===== src/rtl/fpc_pkg.sv =====
package fpc_pkg;

   localparam int NUM_CLASS = 10;

   // Bit positions of the class mask.
   typedef enum logic [3:0] {
      CLS_NEG_INF  = 4'd0,
      CLS_NEG_NORM = 4'd1,
      CLS_NEG_SUB  = 4'd2,
      CLS_NEG_ZERO = 4'd3,
      CLS_POS_ZERO = 4'd4,
      CLS_POS_SUB  = 4'd5,
      CLS_POS_NORM = 4'd6,
      CLS_POS_INF  = 4'd7,
      CLS_SNAN     = 4'd8,
      CLS_QNAN     = 4'd9
   } fpc_class_e;

   // Reduced view of an operand: only what the class decision needs.
   typedef struct packed {
      logic sign;
      logic exp_zero;
      logic exp_ones;
      logic frac_zero;
      logic frac_top;
   } fpc_fields_t;

endpackage


===== src/rtl/fpc_field_decode.sv =====
module fpc_field_decode
   import fpc_pkg::*;
#(
   parameter int EXP_W  = 8,
   parameter int FRAC_W = 23
) (
   input  logic [EXP_W+FRAC_W:0] val_i,
   output fpc_fields_t           flds_o
);

   localparam int TOT_W  = EXP_W + FRAC_W + 1;
   localparam int SIGN_B = TOT_W - 1;
   localparam int EXP_LO = FRAC_W;

   if (EXP_W < 2) begin : g_chk_exp
      $error("fpc_field_decode: EXP_W must be at least 2");
   end
   if (FRAC_W < 1) begin : g_chk_frac
      $error("fpc_field_decode: FRAC_W must be at least 1");
   end

   logic [EXP_W-1:0]  exp_f;
   logic [FRAC_W-1:0] frac_f;

   assign exp_f  = val_i[EXP_LO +: EXP_W];
   assign frac_f = val_i[FRAC_W-1:0];

   always_comb begin
      flds_o.sign      = val_i[SIGN_B];
      flds_o.exp_zero  = ~|exp_f;
      flds_o.exp_ones  = &exp_f;
      flds_o.frac_zero = ~|frac_f;
      flds_o.frac_top  = frac_f[FRAC_W-1];
   end

endmodule


===== src/rtl/fpc_class_encode.sv =====
module fpc_class_encode
   import fpc_pkg::*;
#(
   parameter int MASK_W = NUM_CLASS
) (
   input  fpc_fields_t       flds_i,
   output logic [MASK_W-1:0] mask_o
);

   if (MASK_W != NUM_CLASS) begin : g_chk_mask
      $error("fpc_class_encode: MASK_W must equal the class count");
   end

   fpc_class_e sel;

   always_comb begin
      if (flds_i.exp_ones) begin
         if (flds_i.frac_zero)
            sel = flds_i.sign ? CLS_NEG_INF : CLS_POS_INF;
         else
            sel = flds_i.frac_top ? CLS_QNAN : CLS_SNAN;
      end else if (flds_i.exp_zero) begin
         if (flds_i.frac_zero)
            sel = flds_i.sign ? CLS_NEG_ZERO : CLS_POS_ZERO;
         else
            sel = flds_i.sign ? CLS_NEG_SUB : CLS_POS_SUB;
      end else begin
         sel = flds_i.sign ? CLS_NEG_NORM : CLS_POS_NORM;
      end
   end

   for (genvar gi = 0; gi < MASK_W; gi++) begin : g_bit
      assign mask_o[gi] = (sel == fpc_class_e'(gi));
   end

endmodule


===== src/rtl/fpc_classify.sv =====
module fpc_classify
   import fpc_pkg::*;
#(
   parameter int OPND_W  = 64,
   parameter int RES_W   = 32,
   parameter int SP_EXP  = 8,
   parameter int SP_FRAC = 23,
   parameter int DP_EXP  = 11,
   parameter int DP_FRAC = 52,
   parameter bit DP_EN   = 1'b1
) (
   input  logic [OPND_W-1:0] opnd_i,
   input  logic              dbl_i,
   output logic [RES_W-1:0]  class_o
);

   localparam int SP_W  = SP_EXP + SP_FRAC + 1;
   localparam int DP_W  = DP_EXP + DP_FRAC + 1;
   localparam int PAD_W = RES_W - NUM_CLASS;

   if (RES_W <= NUM_CLASS) begin : g_chk_res
      $error("fpc_classify: RES_W too narrow for the class mask");
   end
   if (SP_W > OPND_W) begin : g_chk_sp
      $error("fpc_classify: single format wider than operand");
   end
   if (DP_EN && (DP_W != OPND_W)) begin : g_chk_dp
      $error("fpc_classify: double format must fill the operand");
   end

   fpc_fields_t             flds_sel;
   logic [NUM_CLASS-1:0]    mask;

   fpc_fields_t sp_flds;

   fpc_field_decode #(
      .EXP_W  (SP_EXP),
      .FRAC_W (SP_FRAC)
   ) u_sp_dec (
      .val_i  (opnd_i[SP_W-1:0]),
      .flds_o (sp_flds)
   );

   if (DP_EN) begin : g_dual
      fpc_fields_t dp_flds;

      fpc_field_decode #(
         .EXP_W  (DP_EXP),
         .FRAC_W (DP_FRAC)
      ) u_dp_dec (
         .val_i  (opnd_i[DP_W-1:0]),
         .flds_o (dp_flds)
      );

      assign flds_sel = dbl_i ? dp_flds : sp_flds;
   end else begin : g_single
      assign flds_sel = sp_flds;
   end

   fpc_class_encode #(
      .MASK_W (NUM_CLASS)
   ) u_enc (
      .flds_i (flds_sel),
      .mask_o (mask)
   );

   assign class_o = {{PAD_W{1'b0}}, mask};

endmodule


===== config.mk =====
export PLATFORM = sky130hd
export DESIGN_NAME = fpc_classify
export DESIGN_NICKNAME = d
export VERILOG_FILES = /design/src/rtl/fpc_pkg.sv /design/src/rtl/fpc_field_decode.sv /design/src/rtl/fpc_class_encode.sv /design/src/rtl/fpc_classify.sv
export SDC_FILE = /design/constraint.sdc
export NUM_CORES = 1
export LEC_CHECK = 0
export BUFFER_PORTS_ARGS = -buffer_cell sky130_fd_sc_hd__buf_2
export CORE_ASPECT_RATIO = 0.8
export CORE_MARGIN = 2
export CORE_UTILIZATION = 30
export DETAILED_ROUTE_END_ITERATION = 7
export GPL_TIMING_DRIVEN = 0
export PLACE_DENSITY = 0.9
export SKIP_LAST_GASP = 1
export SLEW_MARGIN = 15
export SYNTH_ARGS = -nofsm -noshare
export SYNTH_HDL_FRONTEND = slang
export SYNTH_SLANG_ARGS = --single-unit

===== constraint.sdc =====
create_clock -name vclk -period 4.31
set_clock_uncertainty 0.05 [all_clocks]
set_input_delay 0 -clock vclk [all_inputs]
set_output_delay 0 -clock vclk [all_outputs]
set_load 0.02 [all_outputs]

==> key figures <==
Status
  • Status: complete, no violations

Floorplan
  • DIE HEIGHT: 45.58 microns
  • Initial core utilization: 30.83%
  • Cell Rows: 15
  • Die area: approximately 2600 sq um
  • Core area: between 2000 and 2500 sq um
  • IO Count: 97
  • Chip Width: 55.97 microns

Critical path
  • Crit path kind: in -> out
  • Worst path cell trace: buf_2 > nor4_2 > nand2_2 > o31ai_2 > nand2_1 > inv_1 > ha_1 > o211ai_1 > a221oi_1 > buf_2
  • CP dominant cell by count: buf_2
  • Worst Path Buf+Inv: 3
  • Worst path top cell family by delay: compound AO/OA/AOI/OAI gates
  • Worst EP arrival: between 2 and 2.5 ns
  • Slowest stage cell, crit path: a221oi_1
  • Worst endpoint required time: ~4.3 ns
  • Max incr delay on CP: 0.36 ns
  • Crit-path max FO: 5
  • CP Capture Type: output port
  • Startpoint types: input port

Timing
  • Pins Over Slew Limit: 0
  • Minimum clock period: 2.057 ns
  • Peak Freq: 486.1 MHz
  • Setup ws final: 2.253 ns
  • Crit share post-route: 47.73%
  • Setup tns final: 0 ns
  • Hold Fails Final Rpt: 0
  • Final Setup Violations: 0
  • RSZ-0062 raised after global routing: false
  • Hold Slack: roughly 0.48 ns

CTS
  • Post_cts resized: 0
  • Setup bufs post-CTS: 0
  • CTS Hold Buffers Added: 0

Detailed routing
  • Final wirelength: 1991 microns
  • Via/cell ratio: 4.694
  • First-pass iteration count of the detailed router: 4
  • Via Count: 981
  • Residual DRC count: 0
  • WL/cell: 9.526 microns
  • Starting DRT DRC Count: 18
  • Post-route ant nets: 0

Yosys
  • Mapped Avg Cell Area: 7.365 sq um
  • Register area share after synthesis: 0%
  • Number of distinct library cells after synthesis: 35
  • Post-Syn Area: approximately 650 sq um
  • Syn. warnings: 0
  • Mapped Cells: 88

Placed design
  • Placed cell count: 209
  • Number of I/O port buffers: 75
  • Post-DP HPWL: 1841 microns
  • Place WS: approximately 2.3 ns
  • Post-Place Cell Area: between 1000 and 1500 sq um
  • RD Place Congestion: 0.8063

Flow run
  • Max-cap violations: 0

GRT
  • Total grt overflow: 0
  • First-pass GRT wire length: 2760 microns
  • GR Util All Layers: 13.00%
  • Vias in the first global route: a little over 700
  • Initial antenna violation count: 0
  • Largest net degree at the start of global routing: 11

Finish
  • Register area: 0 sq um
  • # clk buffers: 0
  • Final nets: 252
  • Layout cells sized above 1: between 60% and 70%
  • ANT cells: 0
  • Post-route non-filler standard cell count: 209
  • Seq Cell Count: 0
  • Design area: 1134 sq um
  • Final Util: 53.93%
  • Area Overhead vs Synth: 74.90%
  • Fillcell total: 224

Power and ir drop
  • Leakage power: 0.6317 nW
  • Total power: ~90 uW
  • Cell Pwr Density: 79.69 nW/um^2
  • Peak VDD IR: 0.00004830 V

Hold path
  • Min-delay src: opnd_i[63]
  • WHS Path Cells: 4
  • Worst min-delay path class: in -> out
  • WHS Endpoint: class_o[5]
cells in the mapped netlist:
library cell  instances  area, sq um
a211oi_1              1        7.510
or2_2                 1        6.260
nor3b_1               1        7.510
ha_1                  1        12.51
and3_1                1        6.260
a221oi_1              1        8.760
nor2_1                5        18.77
inv_1                 2        7.510
nor3_1                5        25.02
o22ai_1               1        6.260
mux2_2                1        11.26
o31a_1                1        8.760
nand3_2               1        10.01
nand3_1               5        25.02
nand2_2               1        6.260
o31ai_2               2        25.02
a41o_2                1        11.26
nor4b_1               1        8.760
buf_4                23        172.7
o211ai_1              3        22.52
o2111ai_1             1        8.760
o21ai_1               1        5.000
a41oi_2               1        16.27
o41ai_2               1        16.27
nor4_2                1        12.51
nor2b_1               1        6.260
o221a_1               1        11.26
nand4_1               5        31.28
o21a_2                1        8.760
conb_1                1        3.750
nor4_4                1        21.27
nand2_1               2        7.510
nor3_2                1        10.01
nand4_2               1        12.51
nor4_1               11        68.82
layout make-up:
cell class                      instances  area [sq um]  area share, %
Buffer                                 23         172.7          15.23
Inverter                                2         7.507         0.6623
Multi-Input combinational cell         84         546.8          48.23
Tap cell                               25         31.28          2.759
Timing Repair Buffer                   75         375.4          33.11
how the worst max path moves through the flow:
stage	cells past startpoint	start	slack, ns	end
CTS	10	opnd_i[39]	2.24	class_o[7]
floorplan	8	opnd_i[32]	2.35	class_o[0]
detailed placement	10	opnd_i[39]	2.26	class_o[7]
finish	10	opnd_i[27]	2.25	class_o[7]
global route	10	opnd_i[39]	2.00	class_o[7]
global placement	10	opnd_i[32]	2.24	class_o[7]
routing by layer:
metal  global-route usage, %  routed length [microns]  vias to the layer above
met4                       0                        0                        0
met3                  0.5682                      227                        0
met5                       0                        0                        -
met1                   16.81                      797                      428
li1                        -                        -                      506
met2                   25.88                      966                       47
cells in the final DEF, fill, tap and decap left out:
cell type  netlist  final
buf_2            0     75
buf_4           23     23
conb_1           1     22
nor4_1          11     11
nand3_1          5      5
nor3_1           5      5
nor2_1           5      5
nand4_1          5      5
o211ai_1         3      3
o31ai_2          2      2
nand2_1          2      2
inv_1            2      2
nor4_4           1      1
nor4_2           1      1
nand2_2          1      1
nand3_2          1      1
nand4_2          1      1
mux2_2           1      1
nor3b_1          1      1
a41o_2           1      1
nor2b_1          1      1
o22ai_1          1      1
nor4b_1          1      1
o21a_2           1      1
nor3_2           1      1
a41oi_2          1      1
o221a_1          1      1
o41ai_2          1      1
or2_2            1      1
o31a_1           1      1
o2111ai_1        1      1
a211oi_1         1      1
o21ai_1          1      1
a221oi_1         1      1
and3_1           1      1
ha_1             1      1
logic make-up (layout without fill, tap and decap cells):
| kind of cell | count (synthesis) | count (layout) | share of synthesized area (%) |
|---|---|---|---|
| and+or+nand+nor | 44 | 44 | 43.83 |
| buffers and inverters | 25 | 100 | 27.80 |
| AOI/OAI and AO/OA | 16 | 16 | 24.13 |
| adders and majority gates | 1 | 1 | 1.930 |
| other | 1 | 22 | 0.5786 |
| muxes | 1 | 1 | 1.737 |
power by group:
| part | internal, mW | switching, mW |
|---|---|---|
| combinational | 0.0442 | 0.0461 |
| clock | 0 | 0 |
| sequential | 0 | 0 |
Note: power is estimated with default switching activity, not from simulation.
